## config.mk

```make
export PLATFORM = sky130hd
export DESIGN_NAME = uwire_eeprom_master
export DESIGN_NICKNAME = d
export VERILOG_FILES = /design/src/rtl/uwm_pkg.sv /design/src/rtl/uwm_interval.sv /design/src/rtl/uwm_tx_shift.sv /design/src/rtl/uwm_rx_shift.sv /design/src/rtl/uwire_eeprom_master.sv
export SDC_FILE = /design/constraint.sdc
export NUM_CORES = 1
export LEC_CHECK = 0
export ABC_CLOCK_PERIOD_IN_PS = 2800
export BUFFER_PORTS_ARGS = -buffer_cell sky130_fd_sc_hd__buf_2
export CAP_MARGIN = 20
export CORE_MARGIN = 1
export CORE_UTILIZATION = 62
export CTS_BUF_LIST = sky130_fd_sc_hd__clkbuf_4 sky130_fd_sc_hd__clkbuf_8
export DETAILED_ROUTE_END_ITERATION = 8
export PLACE_DENSITY_LB_ADDON = 0.15
export SLEW_MARGIN = 10
export SYNTH_ARGS = -nofsm -noshare
export SYNTH_HDL_FRONTEND = slang
export SYNTH_SLANG_ARGS = --single-unit
```

## constraint.sdc

```tcl
create_clock -name clk -period 2.8 [get_ports clk]
set_clock_uncertainty 0.05 [all_clocks]
set_input_delay 0.7 -clock clk [delete_from_list [all_inputs] [get_ports clk]]
set_output_delay 0.7 -clock clk [all_outputs]
set_load 0.01 [all_outputs]
```

## src/rtl/uwm_pkg.sv

```systemverilog
package uwm_pkg;

    typedef enum logic [4:0] {
        ST_IDLE,
        ST_PREP_LOW,
        ST_PREP_SEL,
        ST_TX_SET,
        ST_TX_HIGH,
        ST_TX_LOW,
        ST_TX_REST,
        ST_RX_HIGH,
        ST_RX_LOW,
        ST_SB_DROP,
        ST_SB_RISE,
        ST_SB_SEL,
        ST_SB_FALL,
        ST_POLL,
        ST_CL_DROP,
        ST_CL_RISE,
        ST_CL_FALL,
        ST_REPLY
    } uwm_state_e;

    typedef enum logic [2:0] {
        PH_RD_CMD,
        PH_RD_END,
        PH_WEN,
        PH_WR,
        PH_POLL,
        PH_WDS
    } uwm_phase_e;

    typedef enum logic [1:0] {
        FR_READ,
        FR_WEN,
        FR_WRITE,
        FR_WDS
    } uwm_frame_e;

    localparam logic [2:0] OPC_READ  = 3'b110;
    localparam logic [2:0] OPC_WRITE = 3'b101;
    localparam logic [4:0] OPC_WEN   = 5'b10011;
    localparam logic [4:0] OPC_WDS   = 5'b10000;

endpackage

```

## src/rtl/uwm_interval.sv

```systemverilog
module uwm_interval #(
    parameter int DIV = 2500
) (
    input  logic clk,
    input  logic rst_n,
    input  logic run,
    output logic tick
);
    localparam int CNT_W = (DIV > 1) ? $clog2(DIV) : 1;
    localparam logic [CNT_W-1:0] LAST = CNT_W'(DIV - 1);

    logic [CNT_W-1:0] cnt;

    always_ff @(posedge clk or negedge rst_n) begin
        if (!rst_n)
            cnt <= '0;
        else if (!run || cnt == LAST)
            cnt <= '0;
        else
            cnt <= cnt + 1'b1;
    end

    assign tick = run && (cnt == LAST);
endmodule

```

## src/rtl/uwm_tx_shift.sv

```systemverilog
module uwm_tx_shift #(
    parameter int W  = 25,
    parameter int CW = $clog2(W + 1)
) (
    input  logic          clk,
    input  logic          rst_n,
    input  logic          load,
    input  logic [W-1:0]  load_bits,
    input  logic [W-1:0]  load_mask,
    input  logic [CW-1:0] load_len,
    input  logic          step,
    output logic          bit_o,
    output logic          field_end,
    output logic          empty
);
    logic [W-1:0]  sr;
    logic [W-1:0]  mk;
    logic [CW-1:0] rem;

    always_ff @(posedge clk or negedge rst_n) begin
        if (!rst_n) begin
            sr  <= '0;
            mk  <= '0;
            rem <= '0;
        end else if (load) begin
            sr  <= load_bits;
            mk  <= load_mask;
            rem <= load_len;
        end else if (step) begin
            sr  <= {sr[W-2:0], 1'b0};
            mk  <= {mk[W-2:0], 1'b0};
            rem <= rem - 1'b1;
        end
    end

    assign bit_o     = sr[W-1];
    assign field_end = mk[W-1];
    assign empty     = (rem == '0);
endmodule

```

## src/rtl/uwm_rx_shift.sv

```systemverilog
module uwm_rx_shift #(
    parameter int W = 16
) (
    input  logic         clk,
    input  logic         rst_n,
    input  logic         clear,
    input  logic         take,
    input  logic         din,
    output logic [W-1:0] word,
    output logic         full
);
    localparam int CW = $clog2(W + 1);

    logic [CW-1:0] cnt;

    always_ff @(posedge clk or negedge rst_n) begin
        if (!rst_n) begin
            word <= '0;
            cnt  <= '0;
        end else if (clear) begin
            word <= '0;
            cnt  <= '0;
        end else if (take) begin
            word <= {word[W-2:0], din};
            cnt  <= cnt + 1'b1;
        end
    end

    assign full = (cnt == CW'(W));
endmodule

```

## src/rtl/uwire_eeprom_master.sv

```systemverilog
module uwire_eeprom_master
    import uwm_pkg::*;
#(
    parameter int ADDR_W   = 6,
    parameter int DATA_W   = 16,
    parameter int DIV      = 2500,
    parameter int POLL_MAX = 200
) (
    input  logic              clk,
    input  logic              rst_n,
    input  logic              req_valid,
    input  logic              req_write,
    input  logic [ADDR_W-1:0] req_addr,
    input  logic [DATA_W-1:0] req_wdata,
    output logic              req_ack,
    output logic              busy,
    output logic              rsp_valid,
    output logic [DATA_W-1:0] rsp_rdata,
    output logic              rsp_timeout,
    output logic              ee_cs,
    output logic              ee_sk,
    output logic              ee_di,
    input  logic              ee_do
);
    localparam int FRAME_W = 3 + ADDR_W + DATA_W;
    localparam int LEN_W   = $clog2(FRAME_W + 1);
    localparam int CMD_LEN = 3 + ADDR_W;
    localparam int PC_W    = $clog2(POLL_MAX + 1);
    localparam int DUMMY_W = ADDR_W - 2;
    localparam int POS_OP3 = FRAME_W - 3;
    localparam int POS_OP5 = FRAME_W - 5;
    localparam int POS_ADR = FRAME_W - CMD_LEN;

    uwm_state_e state, state_n;
    uwm_phase_e phase, phase_n;
    uwm_frame_e ld_kind;

    logic              tick, run;
    logic              ld, tx_step, rx_take, rx_clear;
    logic              pcnt_clr, pcnt_inc, tmo_set, tmo_clr, accept;
    logic              tx_bit, tx_fend, tx_empty, rx_full;
    logic [PC_W-1:0]   pcnt;
    logic [ADDR_W-1:0] addr_q;
    logic [DATA_W-1:0] wdata_q;
    logic [FRAME_W-1:0] ld_bits, ld_mask;
    logic [LEN_W-1:0]   ld_len;

    assign run     = (state != ST_IDLE) && (state != ST_REPLY);
    assign busy    = (state != ST_IDLE);
    assign req_ack = req_valid && (state == ST_IDLE);
    assign rsp_valid = (state == ST_REPLY);

    uwm_interval #(.DIV(DIV)) u_interval (
        .clk(clk), .rst_n(rst_n), .run(run), .tick(tick)
    );

    uwm_tx_shift #(.W(FRAME_W), .CW(LEN_W)) u_tx (
        .clk(clk), .rst_n(rst_n), .load(ld), .load_bits(ld_bits),
        .load_mask(ld_mask), .load_len(ld_len), .step(tx_step),
        .bit_o(tx_bit), .field_end(tx_fend), .empty(tx_empty)
    );

    uwm_rx_shift #(.W(DATA_W)) u_rx (
        .clk(clk), .rst_n(rst_n), .clear(rx_clear), .take(rx_take),
        .din(ee_do), .word(rsp_rdata), .full(rx_full)
    );

    // Frame images, left aligned; the mask flags the last bit of each field.
    always_comb begin
        ld_bits = '0;
        ld_mask = '0;
        ld_len  = LEN_W'(CMD_LEN);
        ld_mask[POS_ADR] = 1'b1;
        unique case (ld_kind)
            FR_READ: begin
                ld_bits = {OPC_READ, addr_q, {DATA_W{1'b0}}};
                ld_mask[POS_OP3] = 1'b1;
            end
            FR_WRITE: begin
                ld_bits = {OPC_WRITE, addr_q, wdata_q};
                ld_mask[POS_OP3] = 1'b1;
                ld_mask[0] = 1'b1;
                ld_len = LEN_W'(FRAME_W);
            end
            FR_WEN: begin
                ld_bits = {OPC_WEN, {DUMMY_W{1'b0}}, {DATA_W{1'b0}}};
                ld_mask[POS_OP5] = 1'b1;
            end
            FR_WDS: begin
                ld_bits = {OPC_WDS, {DUMMY_W{1'b0}}, {DATA_W{1'b0}}};
                ld_mask[POS_OP5] = 1'b1;
            end
            default: ;
        endcase
    end

    // Next-state logic.
    always_comb begin
        state_n  = state;
        phase_n  = phase;
        ld       = 1'b0;
        ld_kind  = FR_READ;
        tx_step  = 1'b0;
        rx_take  = 1'b0;
        rx_clear = 1'b0;
        pcnt_clr = 1'b0;
        pcnt_inc = 1'b0;
        tmo_set  = 1'b0;
        tmo_clr  = 1'b0;
        accept   = 1'b0;
        unique case (state)
            ST_IDLE: if (req_valid) begin
                accept   = 1'b1;
                rx_clear = 1'b1;
                tmo_clr  = 1'b1;
                phase_n  = req_write ? PH_WEN : PH_RD_CMD;
                state_n  = ST_PREP_LOW;
            end
            ST_PREP_LOW: if (tick) state_n = ST_PREP_SEL;
            ST_PREP_SEL: if (tick) begin
                ld      = 1'b1;
                ld_kind = (phase == PH_WEN) ? FR_WEN : FR_READ;
                state_n = ST_TX_SET;
            end
            ST_TX_SET:  if (tick) state_n = ST_TX_HIGH;
            ST_TX_HIGH: if (tick) state_n = ST_TX_LOW;
            ST_TX_LOW: if (tick) begin
                tx_step = 1'b1;
                state_n = tx_fend ? ST_TX_REST : ST_TX_SET;
            end
            ST_TX_REST: if (tick) begin
                if (!tx_empty)
                    state_n = ST_TX_SET;
                else if (phase == PH_RD_CMD)
                    state_n = ST_RX_HIGH;
                else if (phase == PH_WDS)
                    state_n = ST_CL_DROP;
                else
                    state_n = ST_SB_DROP;
            end
            ST_RX_HIGH: if (tick) begin
                rx_take = 1'b1;
                state_n = ST_RX_LOW;
            end
            ST_RX_LOW: if (tick) begin
                if (rx_full) begin
                    phase_n = PH_RD_END;
                    state_n = ST_SB_DROP;
                end else begin
                    state_n = ST_RX_HIGH;
                end
            end
            ST_SB_DROP: if (tick) state_n = ST_SB_RISE;
            ST_SB_RISE: if (tick) state_n = ST_SB_SEL;
            ST_SB_SEL:  if (tick) state_n = ST_SB_FALL;
            ST_SB_FALL: if (tick) begin
                unique case (phase)
                    PH_WEN: begin
                        ld      = 1'b1;
                        ld_kind = FR_WRITE;
                        phase_n = PH_WR;
                        state_n = ST_TX_SET;
                    end
                    PH_WR: begin
                        pcnt_clr = 1'b1;
                        phase_n  = PH_POLL;
                        state_n  = ST_POLL;
                    end
                    PH_POLL: begin
                        ld      = 1'b1;
                        ld_kind = FR_WDS;
                        phase_n = PH_WDS;
                        state_n = ST_TX_SET;
                    end
                    default: state_n = ST_REPLY;
                endcase
            end
            ST_POLL: if (tick) begin
                if (ee_do) begin
                    state_n = ST_SB_DROP;
                end else if (pcnt == PC_W'(POLL_MAX - 1)) begin
                    tmo_set = 1'b1;
                    state_n = ST_SB_DROP;
                end else begin
                    pcnt_inc = 1'b1;
                end
            end
            ST_CL_DROP: if (tick) state_n = ST_CL_RISE;
            ST_CL_RISE: if (tick) state_n = ST_CL_FALL;
            ST_CL_FALL: if (tick) state_n = ST_REPLY;
            ST_REPLY:   state_n = ST_IDLE;
            default:    state_n = ST_IDLE;
        endcase
    end

    // State, phase and request registers.
    always_ff @(posedge clk or negedge rst_n) begin
        if (!rst_n) begin
            state       <= ST_IDLE;
            phase       <= PH_RD_CMD;
            pcnt        <= '0;
            rsp_timeout <= 1'b0;
            addr_q      <= '0;
            wdata_q     <= '0;
        end else begin
            state <= state_n;
            phase <= phase_n;
            if (accept) begin
                addr_q  <= req_addr;
                wdata_q <= req_wdata;
            end
            if (pcnt_clr)
                pcnt <= '0;
            else if (pcnt_inc)
                pcnt <= pcnt + 1'b1;
            if (tmo_clr)
                rsp_timeout <= 1'b0;
            else if (tmo_set)
                rsp_timeout <= 1'b1;
        end
    end

    // Registered pin drive decoded from the current state.
    always_ff @(posedge clk or negedge rst_n) begin
        if (!rst_n) begin
            ee_cs <= 1'b0;
            ee_sk <= 1'b0;
            ee_di <= 1'b0;
        end else begin
            unique case (state)
                ST_IDLE, ST_REPLY, ST_PREP_LOW: begin
                    ee_sk <= 1'b0; ee_di <= 1'b0;
                end
                ST_PREP_SEL, ST_TX_REST, ST_RX_LOW, ST_SB_FALL, ST_POLL: begin
                    ee_cs <= 1'b1; ee_sk <= 1'b0; ee_di <= 1'b0;
                end
                ST_TX_SET, ST_TX_LOW: begin
                    ee_cs <= 1'b1; ee_sk <= 1'b0; ee_di <= tx_bit;
                end
                ST_TX_HIGH: begin
                    ee_cs <= 1'b1; ee_sk <= 1'b1; ee_di <= tx_bit;
                end
                ST_RX_HIGH, ST_SB_SEL: begin
                    ee_cs <= 1'b1; ee_sk <= 1'b1; ee_di <= 1'b0;
                end
                ST_SB_RISE, ST_CL_RISE: begin
                    ee_cs <= 1'b0; ee_sk <= 1'b1; ee_di <= 1'b0;
                end
                ST_SB_DROP, ST_CL_DROP, ST_CL_FALL: begin
                    ee_cs <= 1'b0; ee_sk <= 1'b0; ee_di <= 1'b0;
                end
                default: begin
                    ee_cs <= 1'b0; ee_sk <= 1'b0; ee_di <= 1'b0;
                end
            endcase
        end
    end
endmodule

```

==> Word level (Yosys, flattened, before mapping) <==
Cells that the tools add are included.
{ "word_totals": {"register_bits": 130, "inputBits": 27, "output_inout_bits": 23, "elab_cells": 171} }
{ "classes": {"n_addsub": 4, "eq_ne": 48, "mux": 80, "reduce_logical": 24} }
{ "op_table": {"columns": ["op", "n"], "rows": [
  ["$mux 5", 24],
  ["$mux 25", 4],
  ["$pmux 25 s4", 1],
  ["$pmux 5 s17", 1],
  ["$eq 5x4->1 const B", 8],
  ["$ne 2x2->1 const B", 18],
  ["$mux 16", 2],
  ["$mux 1", 27],
  ["$eq 5x3->1 const B", 4],
  ["$mux 3", 6],
  ["$pmux 3 s3", 2],
  ["$reduce_and 18->1", 1],
  ["$mux 8", 2],
  ["$eq 5x5->1 const B", 3],
  ["$add 12x1->12 const B", 1],
  ["$eq 12x12->1 const B", 1],
  ["$mux 12", 1],
  ["$mux 4", 3],
  ["$eq 5x2->1 const B", 2],
  ["$logic_not 5->1", 2],
  ["$pmux 5 s2", 1],
  ["$reduce_or 10->1", 1],
  ["$add 8x1->8 const B", 1],
  ["$eq 8x8->1 const B", 1],
  ["other kinds (25)", 39]
]} }

==> Logic depth before layout (Yosys ltp) <==
{ "depth": {"word_depth": 9, "depth_mapped": 9, "depth_no_buf": 7} }

==> Hierarchy <==
Synthesis repeated with hierarchy kept, for this count alone.
{ "unflattened": {"hier_cells": 696, "area_unflattened_um2": 6618.8} }
{ "modules_own_cells": {"columns": ["mod", "instances", "cells_per_inst", "area_per_inst_um2", "seq_area_each_um2"], "rows": [
  ["uwm_tx_shift", 1, 245, 2580.0, 1376.3],
  ["uwire_eeprom_master", 1, 316, 2504.9, 1051.0],
  ["uwm_rx_shift", 1, 79, 947.2, 525.5],
  ["uwm_interval", 1, 56, 586.8, 300.3]
]} }

==> Worst setup path before layout <==
OpenSTA, ideal clock, no wires.
{ "synth_path": {"kind": "register to output", "startpoint": "register state[3]", "endpoint": "output req_ack", "t_arrival_ns": 1.591, "path_slack_ns": 0.459, "path_stages_with_launch": 7, "n_path_buf": 2, "cell_sequence": "dfrtp_1 > buf_4 > or4_4 > nor2_1 > nand2_1 > inv_2 > buf_2"} }
{ "synth_between": {"elab_chain_cells": 2} }
{ "synth_lines": {"columns": ["item", "line", "rtl"], "rows": [
  ["start: declaration", "uwire_eeprom_master.sv:34", "uwm_state_e state, state_n;"],
  ["start signal: assignment", "uwire_eeprom_master.sv:206", "state <= state_n;"],
  ["$logic_not 5->1", "uwire_eeprom_master.sv:50", "assign req_ack = req_valid && (state == ST_IDLE);"],
  ["$logic_and 1x1->1", "uwire_eeprom_master.sv:50", null],
  ["end: declaration", "uwire_eeprom_master.sv:15", "output logic req_ack,"]
]} }
Every way passes these cells.

==> Final worst setup path <==
{ "layout_path": {"startpoint": "register state[1]", "endpoint": "output req_ack"} }
The elaborated chain is that of the path after synthesis.

==> impl_results.md <==
- Status: complete, no violations
- Gr ovfl total: 0
- Row cnt: 36
- Mapped Area: 0.00641 mm^2
- CTS H-Tree Depth: 4
- CP required: 2050 ps
- Critical path class: reg2out
- GR Util All Layers: 0.280
- Leak: 3.39 nW
- CP startpoint: state[1]
- Hold Crit Class: in2async
- DRT Pass-1 Iters: 4
- Ant. Diodes: 0
- Clock root buffer: clkbuf_8
- First-pass GRT wire length: 23.7 mm
- Synth Area in Simple Gates: 0.262
- Largest net degree at the start of global routing: 66
- Worst-Skew Late Latency: 450 ps
- Initial DRC count: 331
- Deepest clock path buffer count: 2
- Top FF cell, synth: dfrtp_1
- Synth-to-layout area growth: 11.6%
- Yosys cell types: 70
- Clock Sinks: 130
- Power Total: 5.66 mW
- Num CTS Buffers: 17
- Top delay family on crit path: simple AND/OR/NAND/NOR gates
- Async set or reset register ratio after synthesis: 1.00
- Largest family of logic cells by synthesized area: simple AND/OR/NAND/NOR gates
- Max-cap violation count: 0
- WL/cell: 15.8 um
- Final setup viols: 0
- Worst EP arrival: 1920 ps
- DP Cell Count: 856
- Xor/xnor cell area share of the yosys netlist: 0.0273
- Most common cell after layout, fill and taps aside: nand2_1
- Most frequent cells in the layout: nand2_1 (191), dfrtp_1 (128), a21oi_1 (48), buf_2 (48), nor2_1 (46)
- CP cell instances: or4_4 -> nor2_1 -> nand2_1 -> inv_2 -> buf_2
- Reg-to-Reg Start: u_rx.cnt[0]
- Main area contributors after synthesis: dfrtp_1 (51%), nand2_1 (11%), a21oi_1 (3.7%)
- Worst path bufs/invs: 2
- Fmax: 374 MHz
- Number of global-route vias before repair: 4851
- Startpoint types: register
- Worst vdd ir: 0.657 mV
- Die ar.: 0.0108 mm^2
- Post-synth EDFFs: 0
- PD cells: 790 mW/mm^2
- Layout cell share with drive strength beyond 1: 0.170
- Initial antenna violation count: 0
- CTS tree: built
- Post-synthesis mux area share: 0.0213
- Drt total wl: 14.1 mm
- Syn_area_per_cell: 9.16 um^2
- Compound-gate portion of the synthesized area: 0.121
- Period utilisation layout: 0.954
- DRC Markers: 0
- Fillers: 772
- Final Hold Vio Count: 0
- Clk slew on worst S/H paths: 70 ps
- Routed vias/inst: 5.88
- Count of final max-slew check failures: 0
- Post-Synthesis Cells: 700
- Syn Nets: 733
- Post-synthesis sequential area ratio: 0.507
- Port buffer count: 49
- Post-layout util: 0.723
- Unrepaired setup endpoints after global routing: false
- CP max stage delay: 500 ps
- Final ANT Viol Nets: 0
- Yosys top cell by area: dfrtp_1
- Chip Width: 104 um
- Initial Util: 0.647
- CORE AREA: 0.00991 mm^2
- # IOs: 50
- Die H: 104 um
- CP max-delay cell: dfrtp_2
- DR vias: 5233
- Worst Tran Pin Value: 805 ps
- Relative slew slack: 0.456
- Fin crit period: 2670 ps
- Synth Register Bits: 130
- CP Max Fanout: 12
- Synth top area share: 0.507
- Hold Buf Count CTS: 0
- Crit end category: primary output
- Placer Congestion: 0.945
- Nets: 778
- Final std cells w/o fill: 890
- Hold slack final: 50.4 ps
- Post-Synth Adder-Cell Area: 0.0133
- Post-detail-place hpwl: 9.27 mm
- Setup TNS: 0 ps
- Ys Warns: 0
## state kept, by name, summed over array words and instances, names as in the netlist
name / cells
ee_cs: 1
wdata_q: 16
u_tx.sr: 25
ee_di: 1
u_rx.word: 16
u_interval.cnt: 12
state: 5
u_rx.cnt: 5
pcnt: 8
addr_q: 6
phase: 3
rsp_timeout: 1
u_tx.mk: 25
ee_sk: 1
u_tx.rem: 5
## path summary, 6_finish.rpt
kind | end | slack [ps] | depth (start not counted)
setup / recovery | req_ack | 130 | 5
hold / removal | pcnt[7] | 50 | 1
setup reg to reg | phase[0] | 340 | 6
hold reg to reg | wdata_q[1] | 430 | 2
max in group asynchronous | u_tx.mk[17] | 2050 | 2
min in group clk | wdata_q[0] | 380 | 3
## worst reg2reg max path, cell delays in order (launching register included)
cell and delay, ps:
dfrtp_1 430, inv_1 80, ha_1 130, nor4bb_1 640
a31oi_1 200, a221oi_2 440, mux2_1 360
## area by class of cell
type                       count  area (um^2)  share of cell area
clock inverter                 8         76.3              0.0107
multi-input combinational    510         2850               0.398
sequential                   130         3260               0.455
inverter                      17         63.8             0.00891
clock buffer                  23          310              0.0433
tap                          133          166              0.0232
timing repair buffer          69          435              0.0608
## synth_stat cells, types with 5 or more instances
library cell,number
a21oi_1,48
a31oi_1,6
and3_1,10
buf_2,18
buf_6,6
clkbuf_1,14
dfrtp_1,130
ha_1,6
inv_1,16
mux2i_1,8
nand2_1,191
nand3_1,32
nand4_1,8
nor2_1,46
nor3_1,6
o21ai_0,33
o2bb2ai_1,5
or3_1,6
xnor2_1,11
xor2_1,9
## metrics by stage
step | cell area (um^2) | worst slack (ps)
floorplan | 6410 | 459
global route | 7160 | 37.2
global placement | 6750 | 450
CTS | 7140 | 47.4
detailed placement | 6750 | 399
finish | 7160 | 128
## power by group
part	switching, mW	leakage [nW]	internal, mW	total, mW
Combinational	0.942	1.44	0.630	1.57
Sequential	0.321	1.75	2.23	2.55
Clock	0.712	0.194	0.822	1.53
## what timing repair did
action / 4_1_cts / 5_1_grt
setup buffers: 0 / 3
endpoints found under the setup margin: 1 / 1
cloned: 0 / 0
gates resized for setup: 1 / 1
## per-layer routing
| layer | track usage | part of all wire | wire length, um | vias up |
|---|---|---|---|---|
| li1 | - | - | - | 2483 |
| met1 | 0.381 | 0.45 | 6310 | 2564 |
| met2 | 0.440 | 0.48 | 6830 | 161 |
| met3 | 0.0623 | 0.049 | 694 | 25 |
| met4 | 0.108 | 0.018 | 254 | 0 |
| met5 | 0 | 0 | 0 | - |
## logic make-up after synthesis
logic type	after synthesis
simple gates	346
compound gates	124
xor+xnor	20
fa+ha+maj	7
buf+inv	60
mux	13
flops	130
Note: power is estimated with default switching activity, not from simulation.
